===== config.mk =====
export PLATFORM = sky130hd
export DESIGN_NAME = dmach_top
export DESIGN_NICKNAME = d
export VERILOG_FILES = /design/src/rtl/dmach_pkg.sv /design/src/rtl/dmach_engine.sv /design/src/rtl/dmach_regs.sv /design/src/rtl/dmach_top.sv
export SDC_FILE = /design/constraint.sdc
export NUM_CORES = 1
export LEC_CHECK = 0
export ABC_AREA = 1
export BUFFER_PORTS_ARGS = -buffer_cell sky130_fd_sc_hd__clkbuf_2
export CORE_ASPECT_RATIO = 0.75
export CORE_UTILIZATION = 25
export CTS_CLUSTER_SIZE = 10
export DETAILED_ROUTE_END_ITERATION = 16
export GPL_ROUTABILITY_DRIVEN = 0
export HOLD_SLACK_MARGIN = 0.12
export PLACE_DENSITY_LB_ADDON = 0.3
export SETUP_SLACK_MARGIN = 0.15
export SYNTH_ARGS = -nofsm -noshare
export SYNTH_HDL_FRONTEND = slang
export SYNTH_SLANG_ARGS = --single-unit

===== constraint.sdc =====
create_clock -name clk -period 3.65 [get_ports clk]
set_input_delay 0.73 -clock clk [delete_from_list [all_inputs] [get_ports clk]]
set_output_delay 0.73 -clock clk [all_outputs]
set_load 0.005 [all_outputs]

===== src/rtl/dmach_pkg.sv =====
package dmach_pkg;

    localparam int REG_AW = 13;
    localparam int UB_W   = 8;   // holds up to 128 bytes per unit

    localparam logic [REG_AW-1:0] OFS_SRC  = 13'h000;
    localparam logic [REG_AW-1:0] OFS_DST  = 13'h004;
    localparam logic [REG_AW-1:0] OFS_CNT  = 13'h008;
    localparam logic [REG_AW-1:0] OFS_REQ  = 13'h00C;
    localparam logic [REG_AW-1:0] OFS_CS   = 13'h010;
    localparam logic [REG_AW-1:0] OFS_CMD  = 13'h014;
    localparam logic [REG_AW-1:0] OFS_GCTL = 13'h1000;
    localparam logic [REG_AW-1:0] OFS_PEND = 13'h1004;

    localparam logic [31:0] CMD_KEEP = 32'h00C0_FF02;

    localparam int CS_EN     = 0;
    localparam int CS_HALT   = 2;
    localparam int CS_DONE   = 3;
    localparam int CS_ERR    = 4;
    localparam int CS_NODESC = 31;
    localparam int G_EN      = 0;
    localparam int G_ERR     = 2;
    localparam int G_HALT    = 3;

    typedef enum logic [1:0] {ST_IDLE, ST_CHK, ST_RD, ST_WR} eng_state_t;

    typedef struct packed {
        logic       src_inc;
        logic       dst_inc;
        logic [1:0] src_w;
        logic [1:0] dst_w;
        logic [3:0] unit;
        logic       irq_en;
    } cmd_t;

    function automatic cmd_t decode_cmd(input logic [31:0] w);
        cmd_t c;
        c.src_inc = w[23];
        c.dst_inc = w[22];
        c.src_w   = w[15:14];
        c.dst_w   = w[13:12];
        c.unit    = w[11:8];
        c.irq_en  = w[1];
        return c;
    endfunction

    // log2 of the port width in bytes
    function automatic logic [1:0] port_lg(input logic [1:0] code);
        case (code)
            2'd1:    return 2'd0;
            2'd2:    return 2'd1;
            default: return 2'd2;
        endcase
    endfunction

    // log2 of the unit size in bytes
    function automatic logic [2:0] unit_lg(input logic [3:0] code);
        case (code)
            4'd1:    return 3'd0;
            4'd2:    return 3'd1;
            4'd3:    return 3'd4;
            4'd4:    return 3'd5;
            4'd5:    return 3'd6;
            4'd6:    return 3'd7;
            default: return 3'd2;
        endcase
    endfunction

    // low address bits that must be zero for a given log2 width
    function automatic logic [1:0] lg_mask(input logic [1:0] lg);
        case (lg)
            2'd0:    return 2'b00;
            2'd1:    return 2'b01;
            default: return 2'b11;
        endcase
    endfunction

endpackage


===== src/rtl/dmach_engine.sv =====
module dmach_engine
    import dmach_pkg::*;
#(
    parameter int AW = 32,
    parameter int CW = 24
) (
    input  logic          clk,
    input  logic          rst,
    input  logic          start,
    input  logic          gen_en,
    input  cmd_t          cmd,
    input  logic [AW-1:0] src,
    input  logic [AW-1:0] dst,
    input  logic [CW-1:0] cnt,
    input  logic          mem_ack,
    input  logic [31:0]   mem_rdata,
    output logic          mem_req,
    output logic          mem_we,
    output logic [AW-1:0] mem_addr,
    output logic [1:0]    mem_size,
    output logic [31:0]   mem_wdata,
    output logic          busy,
    output logic          src_upd,
    output logic          dst_upd,
    output logic [AW-1:0] src_nxt,
    output logic [AW-1:0] dst_nxt,
    output logic          cnt_dec,
    output logic          fin_done,
    output logic          fin_err,
    output logic          fin_halt
);

    eng_state_t      st;
    logic [UB_W-1:0] left_q;
    logic [31:0]     hold_q;
    logic            first_q;

    logic [1:0]      s_lg, d_lg, b_lg;
    logic [2:0]      u_lg;
    logic [UB_W-1:0] beat_b, unit_b;
    logic            misal, wr_ack, unit_end;

    always_comb begin
        s_lg = port_lg(cmd.src_w);
        d_lg = port_lg(cmd.dst_w);
        u_lg = unit_lg(cmd.unit);
        b_lg = (s_lg < d_lg) ? s_lg : d_lg;
        if ({1'b0, b_lg} > u_lg) b_lg = u_lg[1:0];
        beat_b = UB_W'(1) << b_lg;
        unit_b = UB_W'(1) << u_lg;
        misal  = (|(src[1:0] & lg_mask(s_lg))) | (|(dst[1:0] & lg_mask(d_lg)));
    end

    always_comb begin
        busy      = (st != ST_IDLE);
        mem_req   = (st == ST_RD) || (st == ST_WR);
        mem_we    = (st == ST_WR);
        mem_addr  = (st == ST_WR) ? dst : src;
        mem_size  = b_lg;
        mem_wdata = hold_q;
        wr_ack    = (st == ST_WR) && mem_ack;
        unit_end  = wr_ack && (left_q == beat_b);
        src_upd   = wr_ack && cmd.src_inc;
        dst_upd   = wr_ack && cmd.dst_inc;
        src_nxt   = src + AW'(beat_b);
        dst_nxt   = dst + AW'(beat_b);
        cnt_dec   = unit_end;
        fin_done  = unit_end && (cnt == CW'(1));
        fin_halt  = (st == ST_CHK) && !gen_en;
        fin_err   = (st == ST_CHK) && gen_en && first_q && misal;
    end

    always_ff @(posedge clk) begin
        if (rst) begin
            st      <= ST_IDLE;
            left_q  <= '0;
            hold_q  <= '0;
            first_q <= 1'b0;
        end else begin
            case (st)
                ST_IDLE: if (start) begin
                    st      <= ST_CHK;
                    left_q  <= unit_b;
                    first_q <= 1'b1;
                end
                ST_CHK: if (fin_halt || fin_err) begin
                    st <= ST_IDLE;
                end else begin
                    st      <= ST_RD;
                    first_q <= 1'b0;
                end
                ST_RD: if (mem_ack) begin
                    hold_q <= mem_rdata;
                    st     <= ST_WR;
                end
                ST_WR: if (mem_ack) begin
                    st     <= fin_done ? ST_IDLE : ST_CHK;
                    left_q <= unit_end ? unit_b : left_q - beat_b;
                end
                default: st <= ST_IDLE;
            endcase
        end
    end


    addr_hold_chk: assert property (@(posedge clk) disable iff (rst)
        mem_req && !mem_ack |=> mem_req && $stable(mem_addr) && $stable(mem_we));


    beat_size_chk: assert property (@(posedge clk) disable iff (rst)
        mem_req |-> (mem_size <= port_lg(cmd.src_w)) && (mem_size <= port_lg(cmd.dst_w)));


    unit_left_chk: assert property (@(posedge clk) disable iff (rst)
        busy |-> left_q != '0);

endmodule


===== src/rtl/dmach_regs.sv =====
module dmach_regs
    import dmach_pkg::*;
#(
    parameter int AW     = 32,
    parameter int CW     = 24,
    parameter int CH_IDX = 0
) (
    input  logic              clk,
    input  logic              rst,
    input  logic              reg_we,
    input  logic [REG_AW-1:0] reg_addr,
    input  logic [31:0]       reg_wdata,
    output logic [31:0]       reg_rdata,
    input  logic              busy,
    input  logic              src_upd,
    input  logic              dst_upd,
    input  logic [AW-1:0]     src_nxt,
    input  logic [AW-1:0]     dst_nxt,
    input  logic              cnt_dec,
    input  logic              fin_done,
    input  logic              fin_err,
    input  logic              fin_halt,
    output logic [AW-1:0]     src_q,
    output logic [AW-1:0]     dst_q,
    output logic [CW-1:0]     cnt_q,
    output cmd_t              cmd,
    output logic              g_en,
    output logic              start,
    output logic              irq
);

    logic [5:0]  req_q;
    logic [31:0] cmd_q;
    logic        cs_en, cs_halt, cs_done, cs_err, cs_nodesc;
    logic        g_err, g_halt, pend_q;
    logic        w_src, w_dst, w_cnt, w_req, w_cs, w_cmd, w_g, w_p, cfg_ok;

    always_comb begin
        w_src  = reg_we && reg_addr == OFS_SRC;
        w_dst  = reg_we && reg_addr == OFS_DST;
        w_cnt  = reg_we && reg_addr == OFS_CNT;
        w_req  = reg_we && reg_addr == OFS_REQ;
        w_cs   = reg_we && reg_addr == OFS_CS;
        w_cmd  = reg_we && reg_addr == OFS_CMD;
        w_g    = reg_we && reg_addr == OFS_GCTL;
        w_p    = reg_we && reg_addr == OFS_PEND;
        cfg_ok = !busy;
        start  = w_cs && reg_wdata[CS_EN] && !busy && !cs_halt && !cs_done
                 && !cs_err && (cnt_q != '0) && g_en;
        cmd    = decode_cmd(cmd_q);
        irq    = pend_q;
    end

    always_ff @(posedge clk) begin
        if (rst) begin
            src_q <= '0; dst_q <= '0; cnt_q <= '0; req_q <= '0; cmd_q <= '0;
            cs_en <= 1'b0; cs_halt <= 1'b0; cs_done <= 1'b0; cs_err <= 1'b0;
            cs_nodesc <= 1'b0; g_en <= 1'b0; g_err <= 1'b0; g_halt <= 1'b0;
            pend_q <= 1'b0;
        end else begin
            if (src_upd)             src_q <= src_nxt;
            else if (w_src && cfg_ok) src_q <= reg_wdata[AW-1:0];
            if (dst_upd)             dst_q <= dst_nxt;
            else if (w_dst && cfg_ok) dst_q <= reg_wdata[AW-1:0];
            if (cnt_dec)             cnt_q <= cnt_q - CW'(1);
            else if (w_cnt && cfg_ok) cnt_q <= reg_wdata[CW-1:0];
            if (w_req && cfg_ok)     req_q <= reg_wdata[5:0];
            if (w_cmd && cfg_ok)     cmd_q <= reg_wdata & CMD_KEEP;

            if (fin_done || fin_err || fin_halt) cs_en <= 1'b0;
            else if (start)                      cs_en <= 1'b1;
            if (w_cs) cs_nodesc <= reg_wdata[CS_NODESC];
            cs_done <= fin_done | (cs_done & ~(w_cs & ~reg_wdata[CS_DONE]));
            cs_halt <= fin_halt | (cs_halt & ~(w_cs & ~reg_wdata[CS_HALT]));
            cs_err  <= fin_err  | (cs_err  & ~(w_cs & ~reg_wdata[CS_ERR]));

            if (w_g) g_en <= reg_wdata[G_EN];
            g_err  <= fin_err  | (g_err  & ~(w_g & ~reg_wdata[G_ERR]));
            g_halt <= fin_halt | (g_halt & ~(w_g & ~reg_wdata[G_HALT]));

            pend_q <= (fin_done & cmd.irq_en) | (pend_q & ~(w_p & ~reg_wdata[CH_IDX]));
        end
    end

    always_comb begin
        reg_rdata = '0;
        case (reg_addr)
            OFS_SRC:  reg_rdata = 32'(src_q);
            OFS_DST:  reg_rdata = 32'(dst_q);
            OFS_CNT:  reg_rdata = 32'(cnt_q);
            OFS_REQ:  reg_rdata = 32'(req_q);
            OFS_CMD:  reg_rdata = cmd_q;
            OFS_CS: begin
                reg_rdata[CS_EN]     = cs_en;
                reg_rdata[CS_HALT]   = cs_halt;
                reg_rdata[CS_DONE]   = cs_done;
                reg_rdata[CS_ERR]    = cs_err;
                reg_rdata[CS_NODESC] = cs_nodesc;
            end
            OFS_GCTL: begin
                reg_rdata[G_EN]   = g_en;
                reg_rdata[G_ERR]  = g_err;
                reg_rdata[G_HALT] = g_halt;
            end
            OFS_PEND: reg_rdata[CH_IDX] = pend_q;
            default:  reg_rdata = '0;
        endcase
    end


    en_start_chk: assert property (@(posedge clk) disable iff (rst)
        $rose(cs_en) |-> g_en && cnt_q != '0);


    cnt_steady_chk: assert property (@(posedge clk) disable iff (rst)
        busy && !cnt_dec |=> cnt_q == $past(cnt_q));


    done_zero_chk: assert property (@(posedge clk) disable iff (rst)
        $rose(cs_done) |-> cnt_q == '0 && !cs_en);


    pend_src_chk: assert property (@(posedge clk) disable iff (rst)
        $rose(pend_q) |-> cmd_q[1]);


    err_mirror_chk: assert property (@(posedge clk) disable iff (rst)
        $rose(cs_err) |-> g_err && cnt_q == $past(cnt_q));

endmodule


===== src/rtl/dmach_top.sv =====
module dmach_top
    import dmach_pkg::*;
#(
    parameter int ADDR_W = 32,
    parameter int CNT_W  = 24,
    parameter int CH_IDX = 0
) (
    input  logic              clk,
    input  logic              rst,
    input  logic              reg_we,
    input  logic [REG_AW-1:0] reg_addr,
    input  logic [31:0]       reg_wdata,
    output logic [31:0]       reg_rdata,
    output logic              mem_req,
    output logic              mem_we,
    output logic [ADDR_W-1:0] mem_addr,
    output logic [1:0]        mem_size,
    output logic [31:0]       mem_wdata,
    input  logic              mem_ack,
    input  logic [31:0]       mem_rdata,
    output logic              irq
);

    logic [ADDR_W-1:0] src_q, dst_q, src_nxt, dst_nxt;
    logic [CNT_W-1:0]  cnt_q;
    cmd_t              cmd;
    logic              g_en, start, busy, src_upd, dst_upd, cnt_dec;
    logic              fin_done, fin_err, fin_halt;

    dmach_regs #(.AW(ADDR_W), .CW(CNT_W), .CH_IDX(CH_IDX)) regs_i (
        .clk(clk), .rst(rst), .reg_we(reg_we), .reg_addr(reg_addr),
        .reg_wdata(reg_wdata), .reg_rdata(reg_rdata), .busy(busy),
        .src_upd(src_upd), .dst_upd(dst_upd), .src_nxt(src_nxt), .dst_nxt(dst_nxt),
        .cnt_dec(cnt_dec), .fin_done(fin_done), .fin_err(fin_err), .fin_halt(fin_halt),
        .src_q(src_q), .dst_q(dst_q), .cnt_q(cnt_q), .cmd(cmd), .g_en(g_en),
        .start(start), .irq(irq)
    );

    dmach_engine #(.AW(ADDR_W), .CW(CNT_W)) eng_i (
        .clk(clk), .rst(rst), .start(start), .gen_en(g_en), .cmd(cmd),
        .src(src_q), .dst(dst_q), .cnt(cnt_q), .mem_ack(mem_ack), .mem_rdata(mem_rdata),
        .mem_req(mem_req), .mem_we(mem_we), .mem_addr(mem_addr), .mem_size(mem_size),
        .mem_wdata(mem_wdata), .busy(busy), .src_upd(src_upd), .dst_upd(dst_upd),
        .src_nxt(src_nxt), .dst_nxt(dst_nxt), .cnt_dec(cnt_dec),
        .fin_done(fin_done), .fin_err(fin_err), .fin_halt(fin_halt)
    );

endmodule


-- Word level (Yosys, flattened, before mapping)
Index checks and enable logic that the tools add are counted.
- word-level logic and storage cells: 175
- input port bits: 81
- flip-flop bits (word level): 157
- mux-type cells: 33
- equal/unequal tests: 28
- magnitude comparators: 2
- shifts and indexed selects: 2
- add/sub/neg operators: 4
- bitwise logic cells: 32
- reductions and logical operators: 56
- operator list (kind ; number):
    two-way mux 32 bit ; 5
    case mux 26 bit (5 select lines) ; 1
    adder 32 x 8 -> 32 bit ; 2
    two-way mux 24 bit ; 2
    logical AND 1 bit ; 29
    == test 13 bit (second input constant) ; 2
    == test 13 x 4 -> 1 bit (second input constant) ; 2
    == test 13 x 5 -> 1 bit (second input constant) ; 2
    == test 24 x 1 -> 1 bit (second input constant) ; 1
    two-way mux 8 bit ; 3
    nonzero test 24 bit ; 1
    subtractor 24 x 1 -> 24 bit (second input constant) ; 1
    case mux 3 bit (6 select lines) ; 1
    case mux 2 bit (2 select lines) ; 4
    case mux 8 bit (2 select lines) ; 1
    AND 1 bit ; 13
    == test 13 x 3 -> 1 bit (second input constant) ; 1
    logical NOT 13 bit ; 1
    == test 4 x 3 -> 1 bit (second input constant) ; 3
    two-way mux 2 bit ; 6
    case mux 2 bit (6 select lines) ; 1
    nonzero test 2 bit ; 6
    == test 2 x 1 -> 1 bit (second input constant) ; 5
    inverter 1 bit ; 10
    25 further kinds ; 54

-- Longest topological paths before layout
- word-level depth: 13
- depth in mapped cells: 30
- depth with buffers taken out: 30

-- Modules after synthesis
Synthesis repeated with hierarchy kept, for this count alone.
- cells, all modules: 1939
- area, all modules: 11437.2 sq um
- by module, submodules not included (module ; area each (sq um) ; cells an instance ; seq. area each (sq um) ; times used):
    dmach_regs ; 6688.9 ; 1108 ; 2282.2 ; 1
    dmach_engine ; 4748.3 ; 831 ; 860.8 ; 1

-- Least setup slack after synthesis
OpenSTA, ideal clock, no wires.
- kind: reg2reg
- start: register regs_i.cmd_q[12]
- end: register regs_i.src_q[16]
- cell stages (with the launch flop): 24
- data arrival time: 3.439 ns
- path buffers: 0
- clock period less this slack: 3.555 ns
- slack: 0.095 ns
- cell sequence: dfxtp_1 inv_1 ha_1 inv_1 ha_1 nor2_1 o22ai_1 ha_1 a21oi_1 nand2_1 o21ai_0 inv_1 nor2_1 ha_1 fa_1 nand2_1 nand3_1 nand3_2 nor2_2 nand2_1 nor2_1 nand3b_1 a21oi_1 nor2_1
- word-level cells in the longest chain between the ends: 9
- elaborated cells on any way between the ends: 10
- RTL lines (what ; line ; RTL):
    start, declared ; dmach_regs.sv:33 ; logic [31:0] cmd_q;
    start signal, assigned ; dmach_regs.sv:68 ; if (w_cmd && cfg_ok) cmd_q <= reg_wdata & CMD_KEEP;
    == test 2 bit or == test 2 x 1 -> 1 bit (tied branches) ; dmach_pkg.sv:50 ; case (code)
    case mux 2 bit (2 select lines) (*) ; dmach_pkg.sv:50 ;
    < comparator 2 bit ; dmach_engine.sv:47 ; b_lg = (s_lg < d_lg) ? s_lg : d_lg;
    two-way mux 2 bit (*) ; dmach_engine.sv:47 ;
    greater-than comparator 2 x 3 -> 1 bit ; dmach_engine.sv:48 ; if ({1'b0, b_lg} > u_lg) b_lg = u_lg[1:0];
    two-way mux 2 bit (*) ; dmach_engine.sv:48 ;
    named net mem_size[0] ; dmach_top.sv:17 ; output logic [1:0] mem_size,
    << shifter 1 x 2 -> 8 bit (*) ; dmach_engine.sv:49 ; beat_b = UB_W'(1) << b_lg;
    adder 32 x 8 -> 32 bit (*) ; dmach_engine.sv:65 ; src_nxt = src + AW'(beat_b);
    two-way mux 32 bit (*) ; dmach_regs.sv:61 ; if (src_upd) src_q <= src_nxt;
    end signal, assigned ; dmach_regs.sv:61 ;
    end signal, assigned ; dmach_regs.sv:62 ; else if (w_src && cfg_ok) src_q <= reg_wdata[AW-1:0];
    end, declared ; dmach_regs.sv:23 ; output logic [AW-1:0] src_q,
Mark *: on every way through the listed nets, which the timed path passes. The rest lies on a longest branch.
A chain may end at the register's enable or synchronous reset.

-- Worst setup path in the final report
- start: register regs_i.cmd_q[14]
- end: register regs_i.src_q[6]
- word-level cells in the longest chain between the ends: 9
- elaborated cells on any way between the ends: 10
- RTL lines (what ; line):
    == test 2 bit or == test 2 x 1 -> 1 bit (tied branches) ; dmach_pkg.sv:50
    case mux 2 bit (2 select lines) (*) ; dmach_pkg.sv:50
    < comparator 2 bit ; dmach_engine.sv:47
    two-way mux 2 bit (*) ; dmach_engine.sv:47
    greater-than comparator 2 x 3 -> 1 bit ; dmach_engine.sv:48
    two-way mux 2 bit (*) ; dmach_engine.sv:48
    << shifter 1 x 2 -> 8 bit (*) ; dmach_engine.sv:49
    adder 32 x 8 -> 32 bit (*) ; dmach_engine.sv:65
    two-way mux 32 bit (*) ; dmach_regs.sv:61
Mark *: on every way between the ends. The rest lies on a longest branch, timed or not.

==> reports/results.txt <==
Largest driver fanout on the critical path - 4
Static Leakage - 6.08 nW
Post-Synthesis Cells - 1852
Clock tree from TritonCTS - done
ANT nets after route - 0
Switching power as a share of total power - 25.3%
Starting utilization of the core area - 25.4%
Total Routing Usage GR - 22.4%
Endpoint arrival time on the critical path - 3900 ps
Data required, critical path - 3950 ps
Fin Clk Skew - 13.9 ps
Final max-slew violation count - 0
CTS clk-pin slew, worst paths - 70 ps
Endpoint type of the worst setup path - flop
Area added between synthesis and finish - 35.3%
Placeable core region - 43500 sq um
Average size of a mapped cell - 5.98 sq um
Maximum vdd ir drop - 0.231 mV
Detailed-route wire length per cell - 19.4 microns
RSZ-0062 raised after global routing - true
Register area share after synthesis - 28.4%
Part of the total power dissipated in the clock network - 50.7%
Pin count of the biggest net entering global routing - 80
FF+latch count, synth - 157
Fill cell instance count of the final layout - 4720
Cell area after technology mapping - 11100 sq um
Synthesized net count - 1958
Number of sinks driven by the clock tree - 157
DRC violation total after the first TritonRoute iteration - 1416
Final Hold Fails - 0
Ports - 182
Async set-reset flop share out of synthesis - 0%
Final global-route overflow total - 0
Fraction of power consumed by sequential logic - 44.8%
Final Routed Wirelength - 52.2 mm
Post-synth cell types - 49
Share of post-route cells with drive strength above 1 - 26.5%
Half-perimeter wire length after placement - 38.2 mm
Setup slack after layout - 43.7 ps
Most frequent cells in the layout - sky130_fd_sc_hd__nand2_1 (469), sky130_fd_sc_hd__inv_1 (205), sky130_fd_sc_hd__nor2_1 (194), sky130_fd_sc_hd__clkbuf_2 (180), sky130_fd_sc_hd__dfxtp_1 (154)
Wire length of the first global-routing pass - 75.7 mm
Remaining max-slew budget at the tightest pin - 24.2%
Peak clock frequency supported by timing - 277 MHz
Type of the tightest min-delay check - flop to flop
Number of antenna violations at the first check in global routing - 1
Site row count - 66
Setup Slack @ Placement - -329 ps
Post-layout nets - 2204
Vias after detailed routing - 13800
Clock buffers created by TritonCTS - 17
Die Y-Extent - 184 microns
Die outline area - 45100 sq um
Die extent in x - 245 microns
Vias in the first global route - 12600
Combined area of the multi-input logic cells - 7590 sq um
Number of max-cap violations - 0
Power dissipated by switching net loads - 965 uW
Period utilization - 98.8%
Number of enable-type register cells in the synthesized netlist - 0
Post-detailed-route DRC marker count - 0
Buffer levels on the longest clock path - 2
Gate power share - 4.5%
Clock insertion delay at the later pin of the skew report - 470 ps
DR vias/cell - 5.12
Worst hold slack after final layout - 457 ps
Total power - 3.82 mW
Worst setup path category - flop to flop
Area occupied by registers - 3150 sq um
Result of the run - finished, final reports clean
Syn. warnings - 0
Flip-flop cell with the highest count after synthesis - sky130_fd_sc_hd__dfxtp_1
Placed inst area - 13000 sq um
H-tree depth reported by CTS - 4
Number of port buffers - 181
Total Neg Setup Slack - 0 ps
Pre-Repair DR Iteration Count - 6
Pwr Density - 255 nW/um^2
Fin crit period - 3610 ps
Most common cell after layout, fill and taps aside - sky130_fd_sc_hd__nand2_1
Setup-violating endpoint count in the final report - 0
Worst-Margin Slew - 1140 ps
CTS root buffer - sky130_fd_sc_hd__clkbuf_16
Startpoint kind of the worst setup timing path - flop
Internal power - 2.85 mW
Cell area after layout - 15000 sq um
## layout make-up
| type | count | share of cell area, % |
|---|---|---|
| clock buffers | 18 | 2.93 |
| diodes | 1 | 0.0167 |
| flip-flops and latches | 157 | 21.0 |
| inverters | 240 | 6.30 |
| well taps | 578 | 4.83 |
| clock inverters | 14 | 1.11 |
| multi-input cells | 1385 | 50.6 |
| repair inverters | 2 | 0.150 |
| repair buffers | 295 | 13.0 |
## flip-flops by register name, indices dropped and copies added (netlist names), 6 cells and up, named ones only
register and cells:
regs_i.src_q 32, regs_i.cnt_q 24, eng_i.left_q 8, regs_i.cmd_q 11, regs_i.req_q 6, eng_i.mem_wdata 32
regs_i.dst_q 32
## Yosys cell counts (7+ instances only)
library cell	instances	area (sq um)
sky130_fd_sc_hd__nand2_1	513	1930
sky130_fd_sc_hd__inv_1	222	833
sky130_fd_sc_hd__nor2_1	219	822
sky130_fd_sc_hd__o21ai_0	158	791
sky130_fd_sc_hd__dfxtp_1	157	3140
sky130_fd_sc_hd__nand3_1	140	701
sky130_fd_sc_hd__a21oi_1	113	566
sky130_fd_sc_hd__clkbuf_1	36	135
sky130_fd_sc_hd__nor3_1	26	130
sky130_fd_sc_hd__o21ai_1	24	120
sky130_fd_sc_hd__o22ai_1	23	144
sky130_fd_sc_hd__ha_1	22	275
sky130_fd_sc_hd__nand4_1	22	138
sky130_fd_sc_hd__o221ai_1	18	158
sky130_fd_sc_hd__buf_2	17	85.1
sky130_fd_sc_hd__inv_2	13	48.8
sky130_fd_sc_hd__a31oi_1	12	75.1
sky130_fd_sc_hd__xor2_1	12	105
sky130_fd_sc_hd__nand2_2	11	68.8
sky130_fd_sc_hd__nor2_2	10	62.6
sky130_fd_sc_hd__o211ai_1	8	60.1
sky130_fd_sc_hd__buf_4	7	52.6
sky130_fd_sc_hd__nor2_4	7	78.8
## final timing paths
path / start / slack [ps] / depth (start not counted) / to
min: regs_i.req_q[2] / 460 / 2 / regs_i.req_q[2]
max: regs_i.cmd_q[14] / 40 / 21 / regs_i.src_q[6]
min reg2reg: regs_i.req_q[2] / 460 / 2 / regs_i.req_q[2]
max reg2reg: regs_i.cmd_q[14] / 40 / 21 / regs_i.src_q[6]
## metrics by stage
stage          instances  utilization, %
5_1_grt             2689            34.4
3_5_place_dp        2623            29.9
4_1_cts             2665            32.2
6_report            2690            34.4
2_1_floorplan       1852               -
3_3_place_gp        2623            29.9
## power groups by stage
| stage | clock network, mW | registers [mW] | logic [mW] |
|---|---|---|---|
| final | 1.94 | 1.71 | 0.172 |
| after global routing | 2.03 | 1.71 | 0.179 |
| after CTS | 1.96 | 1.71 | 0.164 |
| after detailed placement | 0 | 1.75 | 0.163 |
| after global placement | 0 | 1.75 | 0.162 |
| after floorplan | 0 | 1.75 | 0.0556 |
## timing repair
action | CTS | global route
buffers inserted | 10 | 20
gates cloned | 0 | 4
pin swaps | 44 | 96
endpoints found under the setup margin | 94 | 96
gates resized for setup | 90 | 192
hold buffers | 0 | 0
## layer usage
layer	track usage, %	routed length, microns	vias to the layer above
met3	6.00	5300	103
met2	34.3	22700	691
met1	29.4	22300	6468
li1	-	-	6523
met5	0	0	-
met4	9.53	1790	0
## logic make-up (layout without fill, tap and decap cells)
logic type               after synthesis  after routing  synth area share, %
AO/OA/AOI/OAI                        369            369                 18.3
XOR/XNOR                              12             12                0.949
adder cells (fa/ha/maj)               25             25                 3.03
buffers and inverters                310            569                 11.3
flip-flops                           157            157                 28.4
other                                  0              1                    0
AND/OR/NAND/NOR                      979            979                 38.0
## critical path, stage by stage, from the launching register on
cell and delay [ps]:
sky130_fd_sc_hd__dfxtp_1 340, sky130_fd_sc_hd__inv_2 60, sky130_fd_sc_hd__ha_4 220, sky130_fd_sc_hd__buf_4 140, sky130_fd_sc_hd__ha_1 250, sky130_fd_sc_hd__ha_4 300, sky130_fd_sc_hd__a21oi_2 50, sky130_fd_sc_hd__a21oi_2 110
sky130_fd_sc_hd__nand2_2 130, sky130_fd_sc_hd__o21ai_4 270, sky130_fd_sc_hd__buf_6 150, sky130_fd_sc_hd__nor2_4 40, sky130_fd_sc_hd__buf_6 140, sky130_fd_sc_hd__fa_2 370, sky130_fd_sc_hd__nand2_2 90, sky130_fd_sc_hd__nand3_2 90
sky130_fd_sc_hd__nand3_4 110, sky130_fd_sc_hd__buf_4 130, sky130_fd_sc_hd__inv_4 40, sky130_fd_sc_hd__or2_2 280, sky130_fd_sc_hd__nand3_2 60, sky130_fd_sc_hd__a31oi_1 70
No activity file was read; power rests on OpenSTA's default activity.
